===== src/rtl/dsw_pkg.sv =====
package dsw_pkg;

    typedef enum logic [2:0] {
        ST_IDLE,
        ST_SETTLE,
        ST_FIRE,
        ST_SAMPLE,
        ST_DONE
    } dsw_state_e;

    typedef enum logic {
        PH_SEARCH,
        PH_CONFIRM
    } dsw_phase_e;

endpackage


===== src/rtl/dsw_settle_timer.sv =====
// Counts settle cycles while the controller waits in SETTLE; expires after limit+1 cycles.
module dsw_settle_timer #(
    parameter int SETTLE_W = 4
) (
    input  logic                clk,
    input  logic                rst_n,
    input  logic                clear_i,
    input  logic [SETTLE_W-1:0] limit_i,
    output logic                expired_o
);

    logic [SETTLE_W-1:0] cnt_q;

    assign expired_o = (cnt_q == limit_i);

    always_ff @(posedge clk or negedge rst_n) begin
        if (!rst_n) begin
            cnt_q <= '0;
        end else if (clear_i) begin
            cnt_q <= '0;
        end else if (!expired_o) begin
            cnt_q <= cnt_q + 1'b1;
        end
    end

endmodule


===== src/rtl/dsw_sar_step.sv =====
// One successive-approximation step: resolve the tested bit, arm the next lower one.
module dsw_sar_step #(
    parameter int CODE_W = 10,
    parameter int IDX_W  = 4
) (
    input  logic [CODE_W-1:0] code_i,
    input  logic [IDX_W-1:0]  idx_i,
    input  logic              too_long_i,
    output logic [CODE_W-1:0] next_code_o,
    output logic              at_lsb_o
);

    assign at_lsb_o = (idx_i == '0);

    for (genvar b = 0; b < CODE_W; b++) begin : g_bit
        always_comb begin
            if (int'(idx_i) == b) begin
                next_code_o[b] = code_i[b] & ~too_long_i;
            end else if (int'(idx_i) == b + 1) begin
                next_code_o[b] = 1'b1;
            end else begin
                next_code_o[b] = code_i[b];
            end
        end
    end

endmodule


===== src/rtl/dsw_confirm_tally.sv =====
// Counts confirmation trials and remembers which sample values appeared.
module dsw_confirm_tally #(
    parameter int CONFIRM_N = 8
) (
    input  logic clk,
    input  logic rst_n,
    input  logic clear_i,
    input  logic en_i,
    input  logic sample_i,
    output logic last_o,
    output logic saw_one_o,
    output logic saw_zero_o
);

    localparam int CNT_W = $clog2(CONFIRM_N + 1);

    logic [CNT_W-1:0] count_q;
    logic             one_q;
    logic             zero_q;

    assign last_o     = en_i && (count_q == CNT_W'(CONFIRM_N - 1));
    assign saw_one_o  = one_q  | (en_i &  sample_i);
    assign saw_zero_o = zero_q | (en_i & ~sample_i);

    always_ff @(posedge clk or negedge rst_n) begin
        if (!rst_n) begin
            count_q <= '0;
            one_q   <= 1'b0;
            zero_q  <= 1'b0;
        end else if (clear_i) begin
            count_q <= '0;
            one_q   <= 1'b0;
            zero_q  <= 1'b0;
        end else if (en_i) begin
            count_q <= count_q + 1'b1;
            one_q   <= saw_one_o;
            zero_q  <= saw_zero_o;
        end
    end

endmodule


===== src/rtl/dsw_sweep_ctrl.sv =====
module dsw_sweep_ctrl
    import dsw_pkg::*;
#(
    parameter int CODE_W    = 10,
    parameter int CONFIRM_N = 8,
    parameter int SETTLE_W  = 4
) (
    input  logic                clk,
    input  logic                rst_n,
    input  logic                start_i,
    input  logic [SETTLE_W-1:0] settle_i,
    input  logic                sample_i,
    output logic [CODE_W-1:0]   code_o,
    output logic                ref_min_o,
    output logic                trigger_o,
    output logic                busy_o,
    output logic                done_o,
    output logic [CODE_W-1:0]   result_o,
    output logic                toggle_o,
    output logic                range_err_o
);

    localparam int              IDX_W      = $clog2(CODE_W);
    localparam logic [CODE_W-1:0] CODE_FIRST = {1'b1, {(CODE_W-1){1'b0}}};
    localparam logic [CODE_W-1:0] CODE_TOP   = {CODE_W{1'b1}};

    dsw_state_e          state_q, state_d;
    dsw_phase_e          phase_q;
    logic [CODE_W-1:0]   code_q;
    logic [IDX_W-1:0]    idx_q;
    logic [SETTLE_W-1:0] settle_q;
    logic [CODE_W-1:0]   result_q;
    logic                toggle_q;
    logic                range_q;

    logic                accept;
    logic                settled;
    logic [CODE_W-1:0]   next_code;
    logic                at_lsb;
    logic                confirm_en;
    logic                confirm_last;
    logic                saw_one;
    logic                saw_zero;

    assign accept     = (state_q == ST_IDLE) && start_i;
    assign confirm_en = (state_q == ST_SAMPLE) && (phase_q == PH_CONFIRM);

    dsw_settle_timer #(.SETTLE_W(SETTLE_W)) u_timer (
        .clk      (clk),
        .rst_n    (rst_n),
        .clear_i  (state_q != ST_SETTLE),
        .limit_i  (settle_q),
        .expired_o(settled)
    );

    dsw_sar_step #(.CODE_W(CODE_W), .IDX_W(IDX_W)) u_step (
        .code_i     (code_q),
        .idx_i      (idx_q),
        .too_long_i (sample_i),
        .next_code_o(next_code),
        .at_lsb_o   (at_lsb)
    );

    dsw_confirm_tally #(.CONFIRM_N(CONFIRM_N)) u_tally (
        .clk       (clk),
        .rst_n     (rst_n),
        .clear_i   (accept),
        .en_i      (confirm_en),
        .sample_i  (sample_i),
        .last_o    (confirm_last),
        .saw_one_o (saw_one),
        .saw_zero_o(saw_zero)
    );

    // State register
    always_ff @(posedge clk or negedge rst_n) begin
        if (!rst_n) begin
            state_q <= ST_IDLE;
        end else begin
            state_q <= state_d;
        end
    end

    // Transitions
    always_comb begin
        state_d = state_q;
        unique case (state_q)
            ST_IDLE:   if (start_i) state_d = ST_SETTLE;
            ST_SETTLE: if (settled) state_d = ST_FIRE;
            ST_FIRE:   state_d = ST_SAMPLE;
            ST_SAMPLE: state_d = confirm_last ? ST_DONE : ST_SETTLE;
            ST_DONE:   state_d = ST_IDLE;
            default:   state_d = ST_IDLE;
        endcase
    end

    // Search datapath and result capture
    always_ff @(posedge clk or negedge rst_n) begin
        if (!rst_n) begin
            phase_q  <= PH_SEARCH;
            code_q   <= '0;
            idx_q    <= '0;
            settle_q <= '0;
            result_q <= '0;
            toggle_q <= 1'b0;
            range_q  <= 1'b0;
        end else if (accept) begin
            phase_q  <= PH_SEARCH;
            code_q   <= CODE_FIRST;
            idx_q    <= IDX_W'(CODE_W - 1);
            settle_q <= settle_i;
        end else if (state_q == ST_SAMPLE) begin
            if (phase_q == PH_SEARCH) begin
                code_q <= next_code;
                if (at_lsb) begin
                    phase_q <= PH_CONFIRM;
                end else begin
                    idx_q <= idx_q - 1'b1;
                end
            end else if (confirm_last) begin
                result_q <= code_q;
                toggle_q <= saw_one && saw_zero;
                range_q  <= ((code_q == '0) || (code_q == CODE_TOP))
                            && !(saw_one && saw_zero);
            end
        end
    end

    // Outputs decoded from state
    always_comb begin
        busy_o    = 1'b1;
        trigger_o = 1'b0;
        done_o    = 1'b0;
        unique case (state_q)
            ST_IDLE:   busy_o    = 1'b0;
            ST_SETTLE: busy_o    = 1'b1;
            ST_FIRE:   trigger_o = 1'b1;
            ST_SAMPLE: busy_o    = 1'b1;
            ST_DONE:   done_o    = 1'b1;
            default:   busy_o    = 1'b0;
        endcase
    end

    assign ref_min_o   = busy_o;
    assign code_o      = code_q;
    assign result_o    = result_q;
    assign toggle_o    = toggle_q;
    assign range_err_o = range_q;

endmodule


===== config.mk =====
export PLATFORM = sky130hd
export DESIGN_NAME = dsw_sweep_ctrl
export DESIGN_NICKNAME = d
export VERILOG_FILES = /design/src/rtl/dsw_pkg.sv /design/src/rtl/dsw_settle_timer.sv /design/src/rtl/dsw_sar_step.sv /design/src/rtl/dsw_confirm_tally.sv /design/src/rtl/dsw_sweep_ctrl.sv
export SDC_FILE = /design/constraint.sdc
export NUM_CORES = 1
export LEC_CHECK = 0
export BUFFER_PORTS_ARGS = -buffer_cell sky130_fd_sc_hd__buf_2
export CAP_MARGIN = 20
export CORE_MARGIN = 2
export CORE_UTILIZATION = 29
export DETAILED_ROUTE_END_ITERATION = 10
export GPL_TIMING_DRIVEN = 0
export PLACE_DENSITY = 0.44
export SLEW_MARGIN = 20
export SYNTH_ARGS = -nofsm -noshare
export SYNTH_HDL_FRONTEND = slang
export SYNTH_SLANG_ARGS = --single-unit

===== constraint.sdc =====
create_clock -name clk -period 3.2 [get_ports clk]
set_input_delay 0.32 -clock clk [delete_from_list [all_inputs] [get_ports clk]]
set_output_delay 0.32 -clock clk [all_outputs]
set_load 0.05 [all_outputs]

Word-level counts from Yosys, hierarchy flattened

Cells that the tools add are included.
W data, S select, Z words.

Bits in registers: 44
Input bits: 8
Output and inout bits: 26
Word-level logic and storage cells: 146

$add $sub $neg: 3
Equality and inequality tests: 23
Multiplexer cells: 46
Bitwise gates (word level): 16
Reduce and logical (&&, ||, !) cells: 37

Operators with widths:

| kind                   | count |
|---|---|
| $reduce_and A3 Y1      | 11 |
| $mux W4                | 8 |
| $mux W1                | 31 |
| $mux W10               | 3 |
| $reduce_bool A3 Y1     | 10 |
| $eq A4 B4 Y1 const B   | 7 |
| $and A1 B1 Y1          | 12 |
| $eq A4 B3 Y1 const B   | 3 |
| $pmux W3 S4            | 1 |
| $eq A10 B10 Y1 const B | 1 |
| $logic_not A10 Y1      | 1 |
| $mux W3                | 3 |
| $add A4 B1 Y4 const B  | 2 |
| $logic_not A4 Y1       | 2 |
| $eq A3 B2 Y1 const B   | 2 |
| $ne A2 B2 Y1 const B   | 3 |
| $logic_and A1 B1 Y1    | 5 |
| $eq A4 B2 Y1 const B   | 1 |
| $eq A4 B4 Y1           | 1 |
| $ne A2 B1 Y1 const B   | 2 |
| $reduce_and A4 Y1      | 1 |
| $reduce_bool A2 Y1     | 2 |
| $reduce_or A4 Y1       | 1 |
| $sub A4 B1 Y4 const B  | 1 |
| 9 further kinds        | 11 |

Depth between registers and ports, before layout

Word-level depth: 7
Depth in mapped cells: 8

Hierarchy

From an unflattened synthesis, not the netlist that was laid out.

Cells, all modules: 224
Area, all modules: 2333.5 um^2

By module, submodules not included:

| module            | times used | cells an instance | area an instance (um^2) | seq. area each (um^2) |
|---|---|---|---|---|
| dsw_sweep_ctrl    | 1          | 144               | 1531.5                  | 850.8 |
| dsw_confirm_tally | 1          | 26                | 299.0                   | 150.1 |
| dsw_sar_step      | 1          | 32                | 259.0                   | 0.0 |
| dsw_settle_timer  | 1          | 22                | 244.0                   | 100.1 |

Worst setup path before layout

Ideal clock, no wire load.

Path kind: register to output
Start: reg state_q[1]
End: out ref_min_o
Arrival: 1.819 ns
Slack: 1.061 ns
Cell stages (with the launch flop): 5
Buffers on the path: 2
Cells stage by stage: dfrtp_1 -> buf_2 -> nor2_1 -> xnor2_1 -> buf_4

Cells in the longest elaborated chain, start to end: 3

RTL lines:

| item                                 | line                  | source |
|---|---|---|
| start: declaration                   | dsw_sweep_ctrl.sv:27  | `dsw_state_e state_q, state_d;` |
| start signal: assignment             | dsw_sweep_ctrl.sv:80  | `state_q <= state_d;` |
| $eq A3 B2 Y1 (tied with other cells) | dsw_sweep_ctrl.sv:134 | `unique case (state_q)` |
| $reduce_or A4 Y1 (no source line) *  | --                    |  |
| $mux W1 *                            | dsw_sweep_ctrl.sv:134 |  |
| end: declaration                     | dsw_sweep_ctrl.sv:14  | `output logic ref_min_o,` |

Every way passes the cells marked *; elsewhere a longest branch is shown, timed or not.

Worst setup path after layout

Start: reg state_q[0]
End: out ref_min_o

Same word-level chain as after synthesis.

==> results.md <==
- The run finished with clean final reports.
- In this run the standard cell core region covers 7331 µm².
- From synthesis to final layout, the design area changed by 16.58%.
- In this run the core area contains 31 standard-cell rows.
- The number of instances resized during post-cts repair is 0.
- In this run, distinct cell masters in the synthesized netlist total 41.
- The clock passes through at most 2 buffers.
- The detailed placement HPWL is 3.539 mm.
- The class of the most critical hold timing path is primary input to async pin.
- The number of synthesized flops with an enable pin is 0.
- The die is 91.61 µm tall.
- The tool flagged a number of max-cap violations equal to 0.
- Summed over its instances, the top area cell type makes up 49.47% of the synthesized netlist area.
- Clock-pin slew was measured on the worst setup and hold paths at 0.08 ns.
- Input and output buffers added on the ports amount to 33.
- The TritonCTS clock tree is yes.
- The number of levels in the clock H-tree is 2.
- The sequential cell area fraction in the yosys report is 49.47%.
- The maximum number of pins on one net before global-route repair is 45.
- The die footprint is 8392 µm².
- Synthesis produced 212 cells.
- The worst voltage drop across the vdd grid is 0.1882 mV.
- For this block, the initial DRC count from the detailed router was 126.
- The total routed wirelength is 5.079 mm.
- In this run the register-to-register setup slack is 1.33 ns.
- The top fanout value on the critical path is 10.
- The critical path capture point type is an output port.
- The critical path ends at ref_min_o.
- The first-pass GRT wire length is 8.576 mm.
- The final critical path takes up 60.67% of the cycle.
- The setup skew after layout is 0.006357 ns.
- Buffers inserted to repair hold after CTS numbered 0.
- The share of synthesized cell area in and, or, nand and nor gates is 18.83%.
- The final max-slew violation count is 0.
- The origin of the critical flop-to-flop path is state_q[2].
- The critical path launch point is state_q[0].
- The kind of critical path is flop to output port.
- For this design the static power due to leakage is 0.001203 µW.
- The via count of the first global-routing pass was 1657.
- In this run, CTS created clock tree buffers numbering 5.
- Walking the worst path, the cells encountered are buf_2 > nor2_1 > xnor2_1 > buf_4 > buf_2.
- The synthesized-area fraction occupied by xor and xnor cells is 3.541%.
- Of all flip-flops after synthesis, the portion carrying an async set or reset was 100.0%.
- The final antenna-violating net count is 0.
- The share of final-layout standard cells stronger than drive strength 1 is 23.81%.
- Ranked by total cell area, the synthesized netlist is headed by dfrtp_1 49%, nand2_1 4.0%, ha_1 3.9%, nor2_1 3.9%, mux2_4 3.4%.
- The initial utilization of the core area, before any placement, comes to 30.36%.
- The slew at the pin closest to its max-slew limit is 0.6936 ns.
- The die is 91.61 µm wide.
- The synthesized netlist devotes 11.64% of its cell area to compound gates.
- The net count of the finished layout is 267.
- The number of nets in the synthesized netlist is 227.
- The routed design could run at a clock period as short as 1.941 ns.
- The filler cell count in the final layout is 769.
- STA classifies the critical path startpoint as a flop.
- The combined global-route utilization of all metal layers is 13.00%.
- The routed wire length per instance is 14.47 µm.
- On the worst path, the slowest cell contributes a delay of 0.40 ns.
- The cell count after placement is 344.
- The length in cells of the worst reg-to-reg path is 7.
- The via count of the routed design is 1665.
- After routing, the total negative slack on setup checks comes to 0 ns.
- Setup repair after global routing left no endpoint under its margin.
- The TritonCTS sink count is 44.
- The total overflow left after global routing is 0.
- During synthesis, Yosys emitted a total of 0 warnings.
- The relative slew slack is 53.76%.
- The post-CTS setup-driven buffer insertion count is 0.
- The worst endpoint required time is 2.88 ns.
- The post-synthesis register bit count is 44.
- The arrival time reported for the critical path endpoint is 1.62 ns.
- The largest individual stage delay along the critical path comes from the cell dfrtp_1.
- The cell area power density is 704.4 nW/µm².
- Summed over all instances, the cell type with the most area after synthesis is dfrtp_1.
- Counting stages on the worst path, the most repeated cell is buf_2.
- The later pin in the worst-skew pair is clocked with a latency of 0.30 ns.
- The portion of netlist area occupied by mux cells is 7.701%.
- Of the total synthesized cell area, the portion taken by full adders, half adders and majority gates is 3.935%.
- For this run, design rule violations remaining after detail routing come to 0.
- The number of inserted diodes is 0.
- Derived from the worst setup path, the maximum achievable clock frequency is 515.1 MHz.
- In this run the cell area of the synthesized design comes to 2226 µm².
- The average cell area after synthesis is 10.50 µm².
- The dominant register cell in the synthesized netlist is dfrtp_1.
- The initial antenna violation count is 0.
- The pre-antenna-repair detailed-routing pass consisted of 4 iterations.
- The endpoint identified for the worst register-to-register timing path is result_o[7].
- The boundary pin count is 34.
- The total power is 1828 µW.
- In this run the clock root is driven by a clkbuf_8.
- The placer's final routability congestion estimate is 0.7936.
- After synthesis, the largest family of logic cells by area is simple AND/OR/NAND/NOR gates.
- In the routed layout, each cell is associated on average with a via count of 4.744.
- Setup violations remaining at the end of the flow were counted as 0.
- The finished layout holds 351 standard cells, fillers aside.
- The hold violation count in the final report came to 0.
kinds of logic after synthesis:
logic type,count (synthesis)
fa+ha+maj,7
buf+inv,17
compound gates,42
xor+xnor,9
mux,14
simple gates,79
flops,44
metrics by stage:
stage | hold slack (ns) | utilization [%] | worst slack, ns | instance area (µm²)
after floorplan | 0.02441 | - | 1.061 | 2226
after global placement | 0.4696 | 34.31 | 1.317 | 2515
after detailed placement | 0.4826 | 34.31 | 1.344 | 2515
after CTS | 0.2035 | 35.36 | 1.245 | 2592
after global routing | 0.06609 | 35.40 | 1.159 | 2595
final | 0.002728 | 35.40 | 1.259 | 2595
synth_stat cells (2+ instances only):
master	count
mux2_2	5
nor4_1	2
nand4_1	4
xnor2_1	2
nor2b_1	2
inv_1	7
nor3_1	5
ha_1	7
nand3_1	2
mux2i_1	4
a31oi_1	4
and4b_1	2
nand3b_1	2
nand2b_1	4
nor2_1	23
and3_1	2
clkbuf_1	3
buf_2	2
xor2_1	7
o31ai_1	3
a211oi_1	2
or3_1	2
a21oi_1	13
o21ai_0	11
mux2_4	5
nand2_1	24
buf_6	3
a22o_1	4
dfrtp_1	44
layout by cell type, fill, tap and decap left out, types with 4 or more instances in the layout:
cell type	count
mux2i_1	4
ha_1	7
xor2_1	7
inv_1	7
buf_2	34
nand2_1	24
a22o_1	4
nand4_1	4
nor2_1	23
mux2_4	5
nor3_1	5
mux2_2	5
a21oi_1	13
o21ai_0	11
a31oi_1	4
nand2b_1	4
clkbuf_8	5
clkbuf_1	4
dfrtp_1	44
power breakdown:
group	switching, µW	leakage [µW]	internal (µW)	total [µW]
sequential	128	0.000544	682	810
clock	190	0.0000410	149	339
combinational	434	0.000618	245	679
total	752	0.00120	1080	1830
state kept, by name, indices dropped and copies added, names as in the netlist:
name	count
u_tally.one_q	1
state_q	3
u_timer.cnt_q	4
u_tally.count_q	4
u_tally.zero_q	1
code_o	10
settle_q	4
phase_q	1
range_err_o	1
result_o	10
idx_q	4
toggle_o	1
critical path, delay by kind of cell, from the launching register on:
family | cells | cell delay [ns]
buf+inv | 3 | 0.58
simple gates | 1 | 0.17
xor+xnor | 1 | 0.17
flops | 1 | 0.40
layer usage:
| layer | share of wire [%] | track usage, % | vias to the layer above | wire length (µm) |
|---|---|---|---|---|
| li1 | - | - | 828 | - |
| met1 | 51 | 18.39 | 800 | 2580 |
| met4 | 1.2 | 4.545 | 0 | 59 |
| met2 | 45 | 19.73 | 33 | 2265 |
| met3 | 3.4 | 2.629 | 4 | 173 |
| met5 | 0 | 0 | - | 0 |
how the worst min path moves through the flow:
| stage | start | endpoint | slack, ns |
|---|---|---|---|
| global placement | toggle_o | toggle_o | 0.47 |
| finish | rst_n | u_tally.count_q[2] | 0.003 |
| global route | rst_n | u_timer.cnt_q[1] | 0.07 |
| detailed placement | toggle_o | toggle_o | 0.48 |
| CTS | settle_i[1] | settle_q[1] | 0.20 |
| floorplan | rst_n | code_o[0] | 0.02 |
cell type report:
type                    count  area [µm²]  share of cell area [%]
clock inverters             1       5.005                  0.1929
repair buffers             33       167.7                   6.461
multi-input cells         151        1016                   39.15
well taps                  99       123.9                   4.773
flip-flops and latches     44        1101                   42.43
inverters                   7       26.28                   1.013
clock buffers               6       72.57                   2.797
plain buffers              10       82.58                   3.182
No activity file was read; power rests on OpenSTA's default activity.
